<file path="config.mk">
export PLATFORM = sky130hd
export DESIGN_NAME = ring_reader
export DESIGN_NICKNAME = d
export VERILOG_FILES = /design/src/rtl/rr_pkg.sv /design/src/rtl/rr_store.sv /design/src/rtl/rr_sequencer.sv /design/src/rtl/rr_events.sv /design/src/rtl/ring_reader.sv
export SDC_FILE = /design/constraint.sdc
export NUM_CORES = 1
export LEC_CHECK = 0
export ABC_AREA = 1
export BUFFER_PORTS_ARGS = -buffer_cell sky130_fd_sc_hd__buf_2
export CAP_MARGIN = 20
export CELL_PAD_IN_SITES_DETAIL_PLACEMENT = 2
export CELL_PAD_IN_SITES_GLOBAL_PLACEMENT = 2
export CORE_UTILIZATION = 23
export CTS_CLUSTER_SIZE = 16
export DETAILED_ROUTE_END_ITERATION = 7
export PLACE_DENSITY = 0.54
export SLEW_MARGIN = 15
export SYNTH_ARGS = -nofsm -noshare
export SYNTH_HDL_FRONTEND = slang
export SYNTH_HIERARCHICAL = 1
export SYNTH_SLANG_ARGS = --single-unit
</file>
<file path="constraint.sdc">
create_clock -name clk -period 2.7 [get_ports clk]
set_input_delay 0.27 -clock clk [delete_from_list [all_inputs] [get_ports clk]]
set_output_delay 0.27 -clock clk [all_outputs]
set_load 0.02 [all_outputs]
</file>
<file path="src/rtl/rr_pkg.sv">
// Package rr_pkg
// Shared types for the circular reader. The event pair carries the two
// buffer milestones from the sequencer to the flag logic.
package rr_pkg;
    typedef struct packed {
        logic full;   // last entry of the ring was served
        logic half;   // last entry of the lower half was served
    } rr_evt_t;
endpackage

</file>
<file path="src/rtl/rr_store.sv">
// Module rr_store
// Word storage for the ring. One synchronous write port for the producer and
// one asynchronous read port for the sequencer. Assumes the reader registers
// the read data, so a same-edge write to the read entry yields the old word.
// The storage has no reset; the producer fills it before reading starts.
module rr_store #(
    parameter int DEPTH = 32,
    parameter int WIDTH = 16
) (
    input  logic                     clk,
    input  logic                     wr_en,
    input  logic [$clog2(DEPTH)-1:0] wr_addr,
    input  logic [WIDTH-1:0]         wr_data,
    input  logic [$clog2(DEPTH)-1:0] rd_addr,
    output logic [WIDTH-1:0]         rd_data
);
    logic [WIDTH-1:0] mem_q [DEPTH];

    // Producer write into the addressed entry.
    always_ff @(posedge clk) begin
        if (wr_en) begin
            mem_q[wr_addr] <= wr_data;
        end
    end

    // Combinational read of the entry at the current read position.
    assign rd_data = mem_q[rd_addr];
endmodule

</file>
<file path="src/rtl/rr_sequencer.sv">
// Module rr_sequencer
// Serves paced requests. It holds the read position and the remaining count,
// which reload together after the last entry. It also holds the output
// register and reports the half and complete milestones plus refused
// requests. Assumes req is a single-cycle pulse per request.
module rr_sequencer
    import rr_pkg::*;
#(
    parameter int DEPTH = 32,
    parameter int WIDTH = 16
) (
    input  logic                     clk,
    input  logic                     rst_n,
    input  logic                     req,
    input  logic                     tx_ready,
    input  logic [WIDTH-1:0]         rd_data,
    output logic [$clog2(DEPTH)-1:0] rd_addr,
    output logic [WIDTH-1:0]         tx_data,
    output logic                     tx_valid,
    output rr_evt_t                  evt,
    output logic                     ovr_evt
);
    localparam int AW   = $clog2(DEPTH);
    localparam int CW   = $clog2(DEPTH + 1);
    localparam int HALF = DEPTH / 2;

    logic [AW-1:0]    idx_q;
    logic [CW-1:0]    cnt_q;
    logic [WIDTH-1:0] data_q;
    logic             valid_q;
    logic             slot_free;
    logic             issue;

    assign slot_free = !valid_q || tx_ready;
    assign issue     = req && slot_free;
    assign ovr_evt   = req && !slot_free;

    // Read position and remaining count step together and reload at the end.
    always_ff @(posedge clk) begin
        if (!rst_n) begin
            idx_q <= '0;
            cnt_q <= CW'(DEPTH);
        end else if (issue) begin
            idx_q <= (idx_q == AW'(DEPTH - 1)) ? '0 : idx_q + 1'b1;
            cnt_q <= (cnt_q == CW'(1)) ? CW'(DEPTH) : cnt_q - 1'b1;
        end
    end

    // Output register: load on a served request, drop valid on acceptance.
    always_ff @(posedge clk) begin
        if (!rst_n) begin
            data_q  <= '0;
            valid_q <= 1'b0;
        end else if (issue) begin
            data_q  <= rd_data;
            valid_q <= 1'b1;
        end else if (tx_ready) begin
            valid_q <= 1'b0;
        end
    end

    // The half milestone is taken from the position and the complete one from
    // the count, so each source cross-checks the other.
    assign evt.half = issue && (idx_q == AW'(HALF - 1));
    assign evt.full = issue && (cnt_q == CW'(1));

    assign rd_addr  = idx_q;
    assign tx_data  = data_q;
    assign tx_valid = valid_q;

    // position and remaining count always describe the same point of the lap.
    p_lap_sync_r4: assert property (@(posedge clk) disable iff (!rst_n)
        (32'(idx_q) + 32'(cnt_q)) == DEPTH)
        else $error("p_lap_sync_r4");

    // a served request steps the position by one.
    p_advance_r2: assert property (@(posedge clk) disable iff (!rst_n)
        issue && (idx_q != AW'(DEPTH - 1)) |=> tx_valid && (idx_q == $past(idx_q) + 1'b1))
        else $error("p_advance_r2");

    // serving the last entry brings the position back to zero.
    p_wrap_r4: assert property (@(posedge clk) disable iff (!rst_n)
        issue && (idx_q == AW'(DEPTH - 1)) |=> (idx_q == '0))
        else $error("p_wrap_r4");

    // an unaccepted word is held unchanged.
    p_hold_r3: assert property (@(posedge clk) disable iff (!rst_n)
        tx_valid && !tx_ready |=> tx_valid && $stable(tx_data))
        else $error("p_hold_r3");

    // a refused request leaves the read position alone.
    p_refuse_r9: assert property (@(posedge clk) disable iff (!rst_n)
        ovr_evt |=> $stable(idx_q))
        else $error("p_refuse_r9");
endmodule

</file>
<file path="src/rtl/rr_events.sv">
// Module rr_events
// Sticky milestone flags with individual and global clears, the overrun
// record and the combined interrupt. Assumes a set and a clear at the same
// edge should keep the flag set, so no event is lost.
module rr_events
    import rr_pkg::*;
#(
    parameter int OVR_W = 8
) (
    input  logic             clk,
    input  logic             rst_n,
    input  rr_evt_t          evt,
    input  logic             ovr_evt,
    input  logic             clr_half,
    input  logic             clr_full,
    input  logic             clr_all,
    input  logic             en_half,
    input  logic             en_full,
    output logic             half_flag,
    output logic             full_flag,
    output logic             ovr_flag,
    output logic [OVR_W-1:0] ovr_count,
    output logic             irq
);
    localparam int NFLAG = 2;

    logic [NFLAG-1:0] set_v;
    logic [NFLAG-1:0] clr_v;
    logic [NFLAG-1:0] en_v;
    logic [NFLAG-1:0] flag_v;
    logic             ovr_q;
    logic [OVR_W-1:0] ocnt_q;
    logic [OVR_W-1:0] ocnt_base;

    assign set_v = {evt.full, evt.half};
    assign clr_v = {clr_full | clr_all, clr_half | clr_all};
    assign en_v  = {en_full, en_half};

    for (genvar g = 0; g < NFLAG; g++) begin : g_flag
        logic q;
        // One sticky flag: set has priority over clear.
        always_ff @(posedge clk) begin
            if (!rst_n) begin
                q <= 1'b0;
            end else if (set_v[g]) begin
                q <= 1'b1;
            end else if (clr_v[g]) begin
                q <= 1'b0;
            end
        end
        assign flag_v[g] = q;
    end

    assign ocnt_base = clr_all ? '0 : ocnt_q;

    // Overrun record: sticky flag and saturating count.
    always_ff @(posedge clk) begin
        if (!rst_n) begin
            ovr_q  <= 1'b0;
            ocnt_q <= '0;
        end else begin
            if (ovr_evt) begin
                ovr_q <= 1'b1;
            end else if (clr_all) begin
                ovr_q <= 1'b0;
            end
            if (ovr_evt && (ocnt_base != '1)) begin
                ocnt_q <= ocnt_base + 1'b1;
            end else begin
                ocnt_q <= ocnt_base;
            end
        end
    end

    assign half_flag = flag_v[0];
    assign full_flag = flag_v[1];
    assign ovr_flag  = ovr_q;
    assign ovr_count = ocnt_q;
    assign irq       = |(flag_v & en_v);

    // the half milestone always leaves the half flag set.
    p_half_set_r5: assert property (@(posedge clk) disable iff (!rst_n)
        evt.half |=> half_flag)
        else $error("p_half_set_r5");

    // the complete milestone always leaves the complete flag set.
    p_full_set_r6: assert property (@(posedge clk) disable iff (!rst_n)
        evt.full |=> full_flag)
        else $error("p_full_set_r6");

    // a clear without a competing set drops the flag.
    p_clear_r7: assert property (@(posedge clk) disable iff (!rst_n)
        clr_half && !evt.half |=> !half_flag)
        else $error("p_clear_r7");

    // a refused request is always recorded.
    p_ovr_seen_r9: assert property (@(posedge clk) disable iff (!rst_n)
        ovr_evt |=> ovr_flag && (ovr_count != '0))
        else $error("p_ovr_seen_r9");

    // without refusals or a global clear the count stays put.
    p_ovr_hold_r9: assert property (@(posedge clk) disable iff (!rst_n)
        !ovr_evt && !clr_all |=> $stable(ovr_count))
        else $error("p_ovr_hold_r9");
endmodule

</file>
<file path="src/rtl/ring_reader.sv">
// Module ring_reader
// Top of the circular half/full buffer reader. It ties storage, sequencer
// and event logic together. Assumes DEPTH is even and at least 4, and that
// the producer fills the ring before the first request.
module ring_reader
    import rr_pkg::*;
#(
    parameter int DEPTH = 32,
    parameter int WIDTH = 16,
    parameter int OVR_W = 8
) (
    input  logic                     clk,
    input  logic                     rst_n,
    input  logic                     req,
    input  logic                     tx_ready,
    input  logic                     wr_en,
    input  logic [$clog2(DEPTH)-1:0] wr_addr,
    input  logic [WIDTH-1:0]         wr_data,
    input  logic                     clr_half,
    input  logic                     clr_full,
    input  logic                     clr_all,
    input  logic                     en_half,
    input  logic                     en_full,
    output logic [WIDTH-1:0]         tx_data,
    output logic                     tx_valid,
    output logic                     half_flag,
    output logic                     full_flag,
    output logic                     ovr_flag,
    output logic [OVR_W-1:0]         ovr_count,
    output logic                     irq
);
    localparam int AW = $clog2(DEPTH);

    logic [AW-1:0]    rd_addr;
    logic [WIDTH-1:0] rd_data;
    rr_evt_t          evt;
    logic             ovr_evt;

    rr_store #(.DEPTH(DEPTH), .WIDTH(WIDTH)) u_store (
        .clk     (clk),
        .wr_en   (wr_en),
        .wr_addr (wr_addr),
        .wr_data (wr_data),
        .rd_addr (rd_addr),
        .rd_data (rd_data)
    );

    rr_sequencer #(.DEPTH(DEPTH), .WIDTH(WIDTH)) u_seq (
        .clk      (clk),
        .rst_n    (rst_n),
        .req      (req),
        .tx_ready (tx_ready),
        .rd_data  (rd_data),
        .rd_addr  (rd_addr),
        .tx_data  (tx_data),
        .tx_valid (tx_valid),
        .evt      (evt),
        .ovr_evt  (ovr_evt)
    );

    rr_events #(.OVR_W(OVR_W)) u_evt (
        .clk       (clk),
        .rst_n     (rst_n),
        .evt       (evt),
        .ovr_evt   (ovr_evt),
        .clr_half  (clr_half),
        .clr_full  (clr_full),
        .clr_all   (clr_all),
        .en_half   (en_half),
        .en_full   (en_full),
        .half_flag (half_flag),
        .full_flag (full_flag),
        .ovr_flag  (ovr_flag),
        .ovr_count (ovr_count),
        .irq       (irq)
    );

    // a raised interrupt always has an enabled flag behind it.
    p_irq_source_r8: assert property (@(posedge clk) disable iff (!rst_n)
        irq |-> (half_flag && en_half) || (full_flag && en_full))
        else $error("p_irq_source_r8");
endmodule

</file>
After elaboration in Yosys (flattened, before gate mapping)
Memories as Yosys holds them, arrays and structs flattened. A register that Yosys moved wholly into a read port is not among the register bits.
Cells that the tools add are included.
W data, S select, Z words.
- input bits: 31
- bits in registers: 23
- RAM bits: 512
- memories: 1
- output and inout bits: 29
- muxes and demuxes: 14
- bitwise gates (word level): 3
- reductions and logical operators: 14
- equal/unequal tests: 4
- $add $sub $neg: 3
- memories (memory ; words ; width ; read ports ; clocked after Yosys merged registers in ; write ports ; RTL line ; text):
    u_store.mem_q ; 32 ; 16 ; 1 ; 1 ; 1 ; rr_store.sv:17 ; logic [WIDTH-1:0] mem_q [DEPTH];
- operators by type and width (operator ; count):
    $mux W8 ; 2
    $mux W1 ; 10
    $add A8 B1 Y8 const B ; 1
    $ne A8 B8 Y1 const B ; 1
    $reduce_bool A2 Y1 ; 4
    $eq A6 B1 Y1 const B ; 1
    $mux W6 ; 1
    $sub A6 B1 Y6 const B ; 1
    $add A5 B1 Y5 const B ; 1
    $eq A5 B4 Y1 const B ; 1
    $eq A5 B5 Y1 const B ; 1
    $logic_and A1 B1 Y1 ; 5
    $mux W5 ; 1
    $logic_not A1 Y1 ; 3
    $and A2 B2 Y2 ; 1
    $or A1 B1 Y1 ; 2
    $reduce_or A2 Y1 ; 1
    $logic_or A1 B1 Y1 ; 1

Longest topological paths before layout
- depth in word-level cells: 6
- depth in mapped cells: 14
- depth with buffers taken out: 11

Hierarchy
The synthesis kept the hierarchy.
- by module, submodules not included (module ; area each (um^2) ; instances ; cells an instance):
    rr_store ; 20981.4 ; 1 ; 1778
    rr_sequencer ; 1193.6 ; 1 ; 159
    rr_events ; 579.3 ; 1 ; 86

Least setup slack after synthesis
Ideal clock, no wire load.
- path type: input to register
- start: in wr_addr[0]
- end: mem u_store.mem_q[0][0], enable pin
- setup time: 0.388 ns
- arrival: 1.264 ns
- path buffers: 0
- setup slack: 1.047 ns
- stages: 3
- path through: inv_1 > nand3_1 > nor2_1
- RTL lines (item ; RTL line ; text):
    from (decl) ; ring_reader.sv:17 ; input logic [$clog2(DEPTH)-1:0] wr_addr,
    to (decl) ; rr_store.sv:17 ;
Straight into the memory's write port.

==> impl_metrics.ini <==
[power]
peakVddDrop_v = 0.000319
sequentialPowerShare_pct = 47.3
clock_power_share_pct = 44.4
swShare_pct = 24.9
comb_power_share_pct = 8.2
powerDensity_nw_per_um2 = 751
switchingPower_mw = 5.02
p_int_mw = 15.1
leakagePower_nw = 9.73

[clock_tree]
cts-root-buf = clkbuf_16
cts_setup_buffers = 0
postCtsHoldBufs = 3
numCtsBuffers = 67
cts.path.max_buffers = 3
path_clk_slew_ns = 0.06
cts_max_level = 3
cts-resized-gates = 0
clock_sinks = 551
cts_tree = yes
clk_latency_ns = 0.61

[run_status]
status = completed

[floorplan]
io_pins = 60
die-area_um2 = 100000
design.core.area_um2 = 98100
die_x_um = 317
fp-row-count = 115
initial_utilization_pct = 23.2
dieHeight_um = 317

[setup_path]
endpoint = u_seq/tx_data[12]
cp.depth = 13
critical-path-top-delay-family = simple AND/OR/NAND/NOR gates
path_cells = inv_8, buf_12, buf_4, nand2_1, nand3_1, nand3_1, nand2_1, nand2_1, nand2_1, nand2_1, nand2_1, o21ai_0, nor2_1
crit_type = reg2reg
crit_path_max_incr_delay_ns = 0.39
r2r-end = u_seq/tx_data[12]
worstPathArrival_ns = 2.83
setup.worst_path.start = u_seq/rd_addr[0]
worst-r2r-cell-count = 13
critical_path.most_common_cell = nand2_1
rr_startpoint = u_seq/rd_addr[0]
cp.required_ns = 3.25
end_kind = flop
reg2reg_slack_ns = 0.42
critPathBufInv = 3
path_max_fanout = 42
start_kind = flop
critPathSlowestCell = dfxtp_4

[routing]
drc = 0
vias_per_cell = 4.54
drtPass1Iterations = 5
ant_nets = 0
via_count = 15710
wl_per_cell_um = 23.2
first_iter_violations = 766
wl_um = 80100

[place]
place_congestion = 0.738
numPortBuffers = 59
place_inst = 3330
dp_hpwl_um = 46300

[timing]
fmax_mhz = 438
setup_viol = 0
period_share_pct = 84.6
layout_min_cycle_time_ns = 2.28
fin_worst_skew_ns = 0.0245
max_slew_margin_pct = 41.4
worst_pin_slew_ns = 0.880
rsz0062_at_grt = false
finalSetupTns_ns = 0
hold_violations = 0
drv_slew = 0

[grt]
overflow = 0
antenna_found_initial = 11
grt_max_degree = 88
grt_usage_pct = 16.2
grt_pass1_vias = 16950
grt_pass1_wl_um = 118000

[synthesis]
synth_flop_cell = edfxtp_1
ys_ff_latch = 551
synth_common_cells = 758 x nand2_1, 512 x edfxtp_1, 405 x nand3_1, 102 x nor2_1, 39 x dfxtp_1
synth_most_common_cell = nand2_1
syn_nets = 2059
netlist_area_um2 = 22800
synth_cell_type_count = 31
syn_avg_cell_area_um2 = 11.2
synth_edf_count = 512
synthTopCellsByArea = edfxtp_1 68%, nand2_1 13%, nand3_1 8.9%
synth_warnings = 6
async_flop_share_pct = 0
syn_inst = 2023
seq_area_frac_synth_pct = 71.0
synth_top_area_share_pct = 67.6
synth_top_cell_by_area = edfxtp_1

[final_layout]
layout.cells.non_filler = 3459
nets = 2151
drive_above_1_share_pct = 12.3
syn2layout_area_growth_pct = 18.0

[min_path]
hold_class = in2reg

[run]
maxCapViolCount = 0
[metal layers]
metal	global-route usage [%]	wire (um)	vias to the layer above
met2	26.5	37800	234
met3	2.64	2920	105
met5	0	69	-
li1	-	-	7186
met1	21.8	37600	8175
met4	5.11	1700	10
[power by group through the flow]
stage | sequential, mW | combinational [mW] | clock (mW)
floorplan | 9.71 | 0.955 | 0
global placement | 9.72 | 1.65 | 0
detailed placement | 9.73 | 1.69 | 0
CTS | 9.55 | 1.71 | 9.24
global route | 9.55 | 1.85 | 9.52
finish | 9.54 | 1.66 | 8.96
[through the flow]
step	worst slack (ns)	power (mW)	hold WS, ns	utilization, %	instance area [um^2]
after detailed placement	0.380	11.4	0.468	25.1	24700
after global placement	0.446	11.4	0.454	25.1	24700
after CTS	0.384	20.5	0.0205	27.3	26800
after global routing	0.249	20.9	0.0807	27.3	26800
final	0.417	20.2	0.0605	27.4	26800
after floorplan	1.05	10.7	0.369	-	22800
[registers in the layout, summed over array words and instances (netlist names)]
register,flops
u_store/mem_q,512
u_evt/ovr_count,8
u_evt/full_flag,1
u_seq/cnt_q,6
u_seq/rd_addr,5
u_evt/half_flag,1
u_seq/tx_data,16
u_seq/tx_valid,1
u_evt/ovr_flag,1
[worst reg2reg max path, stage by stage, from the launching register on]
cell and delay, ns:
dfxtp_4 0.39, inv_8 0.23, buf_12 0.30, buf_4 0.28
nand2_1 0.08, nand3_1 0.07, nand3_1 0.10, nand2_1 0.10
nand2_1 0.13, nand2_1 0.09, nand2_1 0.13, nand2_1 0.12
o21ai_0 0.09, nor2_1 0.11
[worst min-delay path by stage]
stage,depth (start not counted),end,slack (ns),startpoint
floorplan,0,u_store/mem_q[0][0],0.37,wr_data[0]
global placement,2,u_evt/ovr_flag,0.45,u_evt/ovr_flag
detailed placement,2,u_evt/ovr_flag,0.47,u_evt/ovr_flag
CTS,4,u_seq/tx_valid,0.02,tx_ready
global route,4,u_seq/tx_valid,0.08,tx_ready
finish,4,u_seq/tx_valid,0.06,tx_ready
[cell families (layout without fill, tap and decap cells)]
family          Yosys count  in the layout  share of synthesized area, %
compound gates           38             38                         0.924
xor+xnor                  2              2                        0.0770
other cells               0              7                             0
flops                   551            551                          71.0
simple gates           1281           1281                          23.6
buf+inv                 146            288                          4.12
fa+ha+maj                 5              5                         0.275
[placed cells by master, fill, tap and decap left out, drive strengths merged]
master	synthesis	layout
dlygate4sd3	0	3
nand4	4	4
clkinv	0	28
diode	0	7
ha	5	5
clkbuf	21	79
nor2	105	105
nand2	761	761
inv	30	33
edfxtp	512	512
a21oi	13	13
a22o	1	1
buf	95	136
bufinv	0	6
a21boi	2	2
dfxtp	39	39
o21ai	22	22
clkinvlp	0	3
nand3b	3	3
nand3	407	407
and3	1	1
xor2	2	2
[area by class of cell]
cell class,instances,area (um^2)
fill,10631,71300
sequential,551,16200
multi-input combinational,1326,5720
clock buffer,79,1760
tap,1287,1610
timing repair buffer,139,1070
clock inverter,40,373
inverter,30,125
antenna,7,17.5
(Power assumes the default switching activity.)
